[src/rtl/rxs_pkg.sv]
package rxs_pkg;

  typedef enum logic [2:0] {
    ST_IDLE  = 3'd0,
    ST_START = 3'd1,
    ST_DATA  = 3'd2,
    ST_PAR   = 3'd3,
    ST_STOP  = 3'd4
  } rx_state_e;

  typedef struct packed {
    logic enable;
    logic odd;
  } par_cfg_t;

endpackage

[src/rtl/rxs_sync.sv]
module rxs_sync #(
  parameter int STAGES = 2
) (
  input  logic clk,
  input  logic rst_n,
  input  logic din,
  output logic dout
);
  logic [STAGES-1:0] chain;

  generate
    if (STAGES == 1) begin : g_single
      always_ff @(posedge clk or negedge rst_n) begin
        if (!rst_n) chain <= 1'b1;
        else        chain <= din;
      end
    end else begin : g_multi
      always_ff @(posedge clk or negedge rst_n) begin
        if (!rst_n) chain <= '1;
        else        chain <= {chain[STAGES-2:0], din};
      end
    end
  endgenerate

  assign dout = chain[STAGES-1];
endmodule

[src/rtl/rxs_frame.sv]
module rxs_frame
  import rxs_pkg::*;
#(
  parameter int OVS  = 16,
  parameter int DW   = 8,
  parameter int MINW = 5,
  parameter int WLW  = 2
) (
  input  logic          clk,
  input  logic          rst_n,
  input  logic          tick,
  input  logic          rx_en,
  input  logic          line,
  input  logic [WLW-1:0] word_len,
  input  par_cfg_t      par_cfg,
  output logic          busy,
  output logic          done,
  output logic [DW-1:0] data_o,
  output logic          perr_o,
  output logic          ferr_o
);
  localparam int CW = $clog2(OVS);
  localparam int IW = $clog2(DW);
  localparam logic [CW-1:0] MID  = CW'(OVS / 2 - 1);
  localparam logic [CW-1:0] LAST = CW'(OVS - 1);

  rx_state_e     state;
  logic [CW-1:0] cnt;
  logic [IW-1:0] bidx;
  logic [IW-1:0] last_idx;
  logic [DW-1:0] shreg;
  logic          ones_acc;
  logic          perr_pend;
  par_cfg_t      cfg_q;
  logic [IW-1:0] align;

  assign align = IW'(DW - 1) - last_idx;
  assign busy  = (state != ST_IDLE);

  always_ff @(posedge clk or negedge rst_n) begin
    if (!rst_n) begin
      state     <= ST_IDLE;
      cnt       <= '0;
      bidx      <= '0;
      last_idx  <= '0;
      shreg     <= '0;
      ones_acc  <= 1'b0;
      perr_pend <= 1'b0;
      cfg_q     <= '0;
      done      <= 1'b0;
      data_o    <= '0;
      perr_o    <= 1'b0;
      ferr_o    <= 1'b0;
    end else begin
      done <= 1'b0;
      if (tick) begin
        case (state)
          ST_IDLE: begin
            if (rx_en && !line) begin
              state <= ST_START;
              cnt   <= '0;
            end
          end
          ST_START: begin
            if (cnt == MID) begin
              cnt <= '0;
              if (!line) begin
                state     <= ST_DATA;
                bidx      <= '0;
                last_idx  <= IW'(MINW - 1) + IW'(word_len);
                cfg_q     <= par_cfg;
                ones_acc  <= 1'b0;
                perr_pend <= 1'b0;
                shreg     <= '0;
              end else begin
                state <= ST_IDLE;
              end
            end else begin
              cnt <= cnt + 1'b1;
            end
          end
          ST_DATA: begin
            if (cnt == LAST) begin
              cnt      <= '0;
              shreg    <= {line, shreg[DW-1:1]};
              ones_acc <= ones_acc ^ line;
              if (bidx == last_idx) begin
                state <= cfg_q.enable ? ST_PAR : ST_STOP;
              end else begin
                bidx <= bidx + 1'b1;
              end
            end else begin
              cnt <= cnt + 1'b1;
            end
          end
          ST_PAR: begin
            if (cnt == LAST) begin
              cnt       <= '0;
              perr_pend <= ones_acc ^ line ^ cfg_q.odd;
              state     <= ST_STOP;
            end else begin
              cnt <= cnt + 1'b1;
            end
          end
          ST_STOP: begin
            if (cnt == LAST) begin
              cnt    <= '0;
              state  <= ST_IDLE;
              done   <= 1'b1;
              data_o <= shreg >> align;
              perr_o <= cfg_q.enable & perr_pend;
              ferr_o <= ~line;
            end else begin
              cnt <= cnt + 1'b1;
            end
          end
          default: state <= ST_IDLE;
        endcase
      end
    end
  end

  // with the enable low an idle receiver stays idle
  p_idle_hold_r8: assert property (@(posedge clk) disable iff (!rst_n)
    (state == ST_IDLE && !rx_en) |=> (state == ST_IDLE));

  // a candidate that is high at the mid-bit check returns to idle without completing
  p_false_start_r2: assert property (@(posedge clk) disable iff (!rst_n)
    (state == ST_START && tick && cnt == MID && line) |=> (state == ST_IDLE && !done));

  // a completion pulse lasts one cycle and leaves the receiver idle
  p_done_pulse_r9: assert property (@(posedge clk) disable iff (!rst_n)
    done |-> (!busy && $past(state) == ST_STOP));

  p_done_single_r5: assert property (@(posedge clk) disable iff (!rst_n)
    done |=> !done);
endmodule

[src/rtl/rxs_hold.sv]
module rxs_hold #(
  parameter int DW = 8
) (
  input  logic          clk,
  input  logic          rst_n,
  input  logic          load,
  input  logic [DW-1:0] din,
  input  logic          perr_in,
  input  logic          ferr_in,
  input  logic          ready,
  output logic          valid,
  output logic [DW-1:0] dout,
  output logic          perr,
  output logic          ferr,
  output logic          ovr
);
  logic accept;
  assign accept = valid & ready;

  always_ff @(posedge clk or negedge rst_n) begin
    if (!rst_n) begin
      valid <= 1'b0;
      dout  <= '0;
      perr  <= 1'b0;
      ferr  <= 1'b0;
      ovr   <= 1'b0;
    end else if (load) begin
      if (valid && !accept) begin
        ovr <= 1'b1;
      end else begin
        valid <= 1'b1;
        dout  <= din;
        perr  <= perr_in;
        ferr  <= ferr_in;
        ovr   <= 1'b0;
      end
    end else if (accept) begin
      valid <= 1'b0;
    end
  end

  // an unaccepted character stays offered and unchanged
  p_hold_stable_r6: assert property (@(posedge clk) disable iff (!rst_n)
    (valid && !ready) |=> (valid && $stable(dout)));

  // acceptance without a new character empties the register
  p_accept_clears_r6: assert property (@(posedge clk) disable iff (!rst_n)
    (valid && ready && !load) |=> !valid);

  // a completion into a full, unaccepted register flags overrun and keeps the data
  p_overrun_r7: assert property (@(posedge clk) disable iff (!rst_n)
    (load && valid && !ready) |=> (ovr && $stable(dout)));
endmodule

[src/rtl/serial_rx.sv]
module serial_rx
  import rxs_pkg::*;
#(
  parameter int OVERSAMPLE  = 16,
  parameter int DATA_BITS   = 8,
  parameter int MIN_BITS    = 5,
  parameter int SYNC_STAGES = 2,
  localparam int WL_W = $clog2(DATA_BITS - MIN_BITS + 1)
) (
  input  logic                 clk,
  input  logic                 rst_n,
  input  logic                 tick,
  input  logic                 rx_en,
  input  logic [WL_W-1:0]      word_len,
  input  logic                 par_en,
  input  logic                 par_odd,
  input  logic                 rxd,
  input  logic                 rx_ready,
  output logic                 rx_valid,
  output logic [DATA_BITS-1:0] rx_data,
  output logic                 err_parity,
  output logic                 err_frame,
  output logic                 err_overrun,
  output logic                 rx_busy
);
  logic                 line_s;
  logic                 fr_done;
  logic [DATA_BITS-1:0] fr_data;
  logic                 fr_perr;
  logic                 fr_ferr;
  par_cfg_t             pcfg;

  assign pcfg.enable = par_en;
  assign pcfg.odd    = par_odd;

  rxs_sync #(.STAGES(SYNC_STAGES)) u_sync (
    .clk  (clk),
    .rst_n(rst_n),
    .din  (rxd),
    .dout (line_s)
  );

  rxs_frame #(
    .OVS (OVERSAMPLE),
    .DW  (DATA_BITS),
    .MINW(MIN_BITS),
    .WLW (WL_W)
  ) u_frame (
    .clk     (clk),
    .rst_n   (rst_n),
    .tick    (tick),
    .rx_en   (rx_en),
    .line    (line_s),
    .word_len(word_len),
    .par_cfg (pcfg),
    .busy    (rx_busy),
    .done    (fr_done),
    .data_o  (fr_data),
    .perr_o  (fr_perr),
    .ferr_o  (fr_ferr)
  );

  rxs_hold #(.DW(DATA_BITS)) u_hold (
    .clk    (clk),
    .rst_n  (rst_n),
    .load   (fr_done),
    .din    (fr_data),
    .perr_in(fr_perr),
    .ferr_in(fr_ferr),
    .ready  (rx_ready),
    .valid  (rx_valid),
    .dout   (rx_data),
    .perr   (err_parity),
    .ferr   (err_frame),
    .ovr    (err_overrun)
  );

  // nothing is offered or flagged in the cycle after reset is released
  p_reset_quiet_r1: assert property (@(posedge clk) disable iff (!rst_n)
    $rose(rst_n) |-> (!rx_valid && !err_overrun && !rx_busy));

  // an empty register only fills on a completed frame
  p_fill_needs_frame_r3: assert property (@(posedge clk) disable iff (!rst_n)
    (!rx_valid && !fr_done) |=> !rx_valid);
endmodule

[config.mk]
export PLATFORM = sky130hd
export DESIGN_NAME = serial_rx
export DESIGN_NICKNAME = d
export VERILOG_FILES = /design/src/rtl/rxs_pkg.sv /design/src/rtl/rxs_sync.sv /design/src/rtl/rxs_frame.sv /design/src/rtl/rxs_hold.sv /design/src/rtl/serial_rx.sv
export SDC_FILE = /design/constraint.sdc
export NUM_CORES = 1
export LEC_CHECK = 0
export ABC_AREA = 0
export BUFFER_PORTS_ARGS = -buffer_cell sky130_fd_sc_hd__buf_4
export CAP_MARGIN = 20
export CORE_MARGIN = 1
export CORE_UTILIZATION = 40
export DETAILED_ROUTE_END_ITERATION = 6
export PLACE_DENSITY = 0.64
export SLEW_MARGIN = 20
export SYNTH_ARGS = -nofsm -noshare
export SYNTH_HDL_FRONTEND = slang
export SYNTH_SLANG_ARGS = --single-unit
[constraint.sdc]
create_clock -name clk -period 2.2 [get_ports clk]
set_input_delay 0.11 -clock clk [delete_from_list [all_inputs] [get_ports clk]]
set_output_delay 0.11 -clock clk [all_outputs]
set_load 0.1 [all_outputs]
# Word level (Yosys, flattened, before mapping)
# Index checks and enable logic that the tools add are counted.
word_totals:
  output_inout_bits: 13
  register_bits: 50
  word_cells: 101
  in_bits: 10
op_classes:
  reduce_logical: 20
  bitwise_logic: 6
  shifts: 1
  n_addsub: 4
  eq_ne: 16
  muxes: 35
op_table:
  columns: ["cell", "n"]
  rows:
  - ["two-way mux 3 bit", 11]
  - ["two-way mux 8 bit", 3]
  - ["one-hot mux 8 bit (2 select lines)", 1]
  - ["one-hot mux 3 bit (5 select lines)", 1]
  - ["two-way mux 4 bit", 3]
  - ["inequality test 2 x 1 -> 1 bit, second input constant", 6]
  - ["one-hot mux 4 bit (3 select lines)", 1]
  - ["two-way mux 1 bit", 11]
  - ["AND reduction 5 bit", 2]
  - [">> shifter 8 x 3 -> 8 bit", 1]
  - ["AND reduction 7 bit", 1]
  - ["equality test 3 x 2 -> 1 bit, second input constant", 2]
  - ["inequality test 2 bit, second input constant", 3]
  - ["one-hot mux 3 bit (2 select lines)", 1]
  - ["AND reduction 3 bit", 2]
  - ["AND reduction 6 bit", 1]
  - ["nonzero test 2 bit", 3]
  - ["nonzero test 3 bit", 2]
  - ["adder 4 x 1 -> 4 bit, second input constant", 1]
  - ["equality test 4 x 3 -> 1 bit, second input constant", 1]
  - ["equality test 4 bit, second input constant", 1]
  - ["one-hot mux 1 bit (2 select lines)", 2]
  - ["AND reduction 2 bit", 2]
  - ["AND reduction 4 bit", 1]
  - ["14 further kinds", 19]

# Depth between registers and ports, before layout
logic_depth:
  ltp_word: 5
  depth_mapped: 7
  ltp_nobuf: 6

# Modules after synthesis
# A second synthesis with hierarchy kept.
unflattened:
  hier_cells: 210
  hier_area_um2: 2428.6
modules_own_cells:
  columns: ["module", "n_inst", "cells_each", "area_each_um2", "seq_area_each_um2"]
  rows:
  - ["rxs_frame", 1, 181, 1918.1, 900.9]
  - ["rxs_hold", 1, 27, 457.9, 300.3]
  - ["rxs_sync", 1, 2, 52.6, 52.6]

# Worst setup path before layout
# Ideal clock, no wire load.
synth_timing:
  path_type: "reg-to-reg"
  startpoint: "register u_hold.valid"
  endpoint: "register u_hold.dout[0]"
  setup_ps: 126
  t_required_ps: 2074
  period_less_slack_ps: 1986
  slack_ps: 214
  stages_incl_launch_ff: 5
  arrival_ps: 1860
  n_path_buf: 1
  path_cell_list: "dfrtp_1 > nand2b_1 > nand2_1 > clkbuf_1 > mux2_2"
synth_between:
  elab_chain_len: 5
synth_lines:
  columns: ["item", "line_no", "rtl"]
  rows:
  - ["start, declared", "rxs_hold.sv:11", "output logic valid,"]
  - ["start signal, assigned", "rxs_hold.sv:22", "valid <= 1'b0;"]
  - ["start signal, assigned", "rxs_hold.sv:31", "valid <= 1'b1;"]
  - ["start signal, assigned", "rxs_hold.sv:38", "valid <= 1'b0;"]
  - ["AND 1 bit", "rxs_hold.sv:18", "assign accept = valid & ready;"]
  - ["logical NOT 1 bit", "rxs_hold.sv:28", "if (valid && !accept) begin"]
  - ["logical AND 1 bit *", "rxs_hold.sv:28", null]
  - ["NOT 1 bit (no line) *", null, null]
  - ["AND reduction 2 bit (no line) *", null, null]
  - ["end signal, assigned", "rxs_hold.sv:32", "dout <= din;"]
  - ["end, declared", "rxs_hold.sv:12", "output logic [DW-1:0] dout,"]
# Every way passes the cells marked *; elsewhere a longest branch is shown, timed or not.
# A chain may end at the register's enable or synchronous reset.

# Worst setup path after layout
layout_timing:
  startpoint: "register u_frame.state[2]"
  endpoint: "register u_frame.last_idx[1]"
layout_between:
  elab_chain_len: 2
layout_lines:
  columns: ["item", "line_no", "rtl"]
  rows:
  - ["start, declared", "rxs_frame.sv:27", "rx_state_e state;"]
  - ["start signal, assigned", "rxs_frame.sv:88", "state <= cfg_q.enable ? ST_PAR : ST_STOP;"]
  - ["equality test 3 x 1 -> 1 bit", "rxs_frame.sv:57", "case (state)"]
  - ["AND reduction 4 bit (no line)", null, null]
  - ["end signal, assigned", "rxs_frame.sv:70", "last_idx <= IW'(MINW - 1) + IW'(word_len);"]
  - ["end, declared", "rxs_frame.sv:30", "logic [IW-1:0] last_idx;"]
# No other way between the ends.

==> flow_metrics.tcl <==
set metrics [dict create \
    status "complete, no violations" \
    finalCritPeriodShare 0.917 \
    syn-num-nets 227 \
    r2r_cells 4 \
    p_per_area_nw_per_um2 978 \
    drt_wl_total_um 4120 \
    crit_type "flop to flop" \
    layout_setup_ws_ns 0.182 \
    grt_max_degree 51 \
    async_flop_share 1.00 \
    vias 1628 \
    topRoutingLayerUsed "met4" \
    core-area_um2 5920 \
    synth_seq_cells 50 \
    slew_headroom 0.579 \
    drive_gt1_frac 0.265 \
    fin_nets 250 \
    wl_met3_um 165 \
    clock_tree.buffer_depth 2 \
    antenna_found_initial 0 \
    dr_wl_met2_um 1820 \
    synthFlopType "dfrtp_1" \
    cts_buffers 5 \
    overflow 0 \
    synth.distinct_cells 52 \
    required_ns 2.39 \
    fp.dieH_um 80.4 \
    place_ws_ns 0.200 \
    clkLatencyLatePin_ns 0.30 \
    fp.dieW_um 80.4 \
    num_rows 28 \
    skew_ns 0.00626 \
    reg2reg_from "u_frame.state[2]" \
    crit_path_start_kind "flop" \
    clkTransAtPathRegs_ns 0.08 \
    vias_per_cell 5.20 \
    synthSimpleGateAreaFrac 0.150 \
    syn_area_um2 2460 \
    synth.area.top_cells "dfrtp_1 (49%), mux2_2 (6.0%), nand2_1 (3.5%), o21ai_0 (3.1%), mux2i_1 (2.8%)" \
    grt_pass1_wl_um 7160 \
    crit_start "u_frame.state[2]" \
    finalSetupTns_ns 0 \
    synth_common_cells "dfrtp_1 (48), nand2_1 (23), o21ai_0 (15)" \
    synth_edf_count 0 \
    cp-endpoint "u_frame.last_idx[1]" \
    drc 0 \
    period_minus_slack_ns 2.02 \
    postCtsSetupBuffers 0 \
    yosys.area_share.adder 0.0102 \
    area_delta_synth_final_pct 13.5 \
    rsz0062_at_grt "no" \
    wl_met1_um 2090 \
    ant_nets 0 \
    rrSetupSlack_ns 0.18 \
    worstHoldPathType "primary input to flop" \
    setup_violations 0 \
    synth_top_family_by_area "simple AND/OR/NAND/NOR gates" \
    clock-sinks 50 \
    synth-xor-area-share 0.0214 \
    yosysTopAreaCell "dfrtp_1" \
    ys_warn_count 0 \
    synth_cells 215 \
    max_freq_mhz 496 \
    hpwl_um 2930 \
    io_buffers 22 \
    synth.avg_cell_area_um2 11.4 \
    antennaDiodeCount 0 \
    vdd_drop_max_uv 411 \
    r2r_end "u_frame.last_idx[1]" \
    grt_pass1_vias 1492 \
    setup.worst_path.end_class "flop" \
    start_util 0.415 \
    firstDrtPassIters 4 \
    yosysMostFrequentCell "dfrtp_1" \
    grt_usage 0.144 \
    layout.cells.non_filler 313 \
    p_leak_nw 1.26 \
    maxCapViolations 0 \
    critPathMaxFanout 13 \
    cts_root_buffer "clkbuf_8" \
    gp_congestion 0.829 \
    synth.top_cell.area_share 0.488 \
    ys_seq_area_frac 0.510 \
    cp_data_arrival_time_ns 2.21 \
    slew_violations 0 \
    yosys-mux-area-fraction 0.138 \
    synth_compound_area_frac 0.137 \
    io_pins 23 \
    dp.cells 304 \
    post_drt_wl_per_cell_um 13.2 \
    tightest_slew_ns 0.632 \
    htreeDepth 2 \
    finalHoldViolations 0 \
    cts_tree "done" \
    first_iter_violations 82 \
    fp.dieArea_um2 6470 \
]
-- logic make-up (layout without fill, tap and decap cells) --
logic type,Yosys count,after routing
adders and majority gates,2,2
buffers and inverters,18,41
AOI/OAI and AO/OA,47,47
xor gates and xnor gates,6,6
muxes,28,28
and+or+nand+nor,64,64
DFF,50,50
-- layer usage --
metal	vias up	track usage
met2	26	0.214
li1	814	-
met1	782	0.203
met3	6	0.0341
met5	-	0
met4	0	0.0536
-- cells in the final DEF, fill, tap and decap left out, types with 3 or more instances in the layout --
master	netlist	routed
nand2b_1	4	4
mux2i_1	7	7
xnor2_1	6	6
nor2b_1	3	3
o21ai_1	5	5
and2_1	4	4
dfrtp_1	48	48
o21ai_0	15	15
nand3_1	4	4
inv_1	6	6
mux2_1	3	3
clkbuf_8	0	5
a22o_1	7	7
mux2_4	3	3
buf_4	1	26
a21oi_1	5	5
nand2_1	23	23
nor2_1	6	6
mux2_2	13	13
-- metrics by stage --
step / cell area (µm²) / total power, mW / utilization / hold WS (ns)
after floorplan: 2460 / 2.06 / - / -0.186
after detailed placement: 2690 / 2.23 / 0.454 / 0.174
final: 2790 / 2.73 / 0.471 / 0.0291
after CTS: 2790 / 2.75 / 0.471 / 0.0217
after global routing: 2790 / 2.92 / 0.471 / 0.0288
after global placement: 2690 / 2.20 / 0.454 / 0.172
-- critical path, cell delays in order, from the launching register on --
cell,delay [ns]
dfrtp_1,0.50
or3b_1,0.45
nor3b_2,0.27
and2_1,0.36
mux2_4,0.33
-- layout make-up --
| type | count | area (µm²) |
|---|---|---|
| clock buffer | 5 | 68.8 |
| clock inverter | 2 | 15.0 |
| timing repair buffer | 28 | 215 |
| fill | 566 | 3130 |
| tap | 75 | 93.8 |
| multi-input combinational | 147 | 1120 |
| inverter | 6 | 22.5 |
| sequential | 50 | 1250 |
-- state kept, by name, indices dropped and copies added, names as in the netlist --
signal             count
u_frame.data_o         8
u_frame.shreg          8
u_hold.dout            8
u_frame.cnt            4
u_frame.bidx           3
u_frame.last_idx       3
u_frame.state          3
u_frame.cfg_q          2
u_sync.chain           2
u_frame.done           1
u_frame.ferr_o         1
u_frame.ones_acc       1
u_frame.perr_o         1
u_frame.perr_pend      1
u_hold.ferr            1
u_hold.ovr             1
u_hold.perr            1
u_hold.valid           1
-- where the power goes --
part | total (mW) | leakage, nW | internal (mW) | switching (mW)
combinational | 0.936 | 0.565 | 0.446 | 0.490
clock | 0.518 | 0.0362 | 0.217 | 0.301
sequential | 1.28 | 0.658 | 1.07 | 0.210
-- timing repair --
action                                 CTS  global route
resized for setup                        0             0
endpoints found under the hold margin   49             0
hold buffers                             2             0
-- worst min path at each step --
| stage | from | endpoint | slack (ns) | depth (start not counted) |
|---|---|---|---|---|
| after global placement | rst_n | u_frame.state[0] | 0.17 | 1 |
| final | par_en | u_frame.cfg_q[1] | 0.03 | 3 |
| after floorplan | rst_n | u_frame.bidx[0] | -0.19 | 0 |
| after CTS | par_en | u_frame.cfg_q[1] | 0.02 | 3 |
| after global routing | word_len[1] | u_frame.last_idx[1] | 0.03 | 2 |
| after detailed placement | rst_n | u_frame.state[0] | 0.17 | 1 |
No activity file was read; power rests on OpenSTA's default activity.
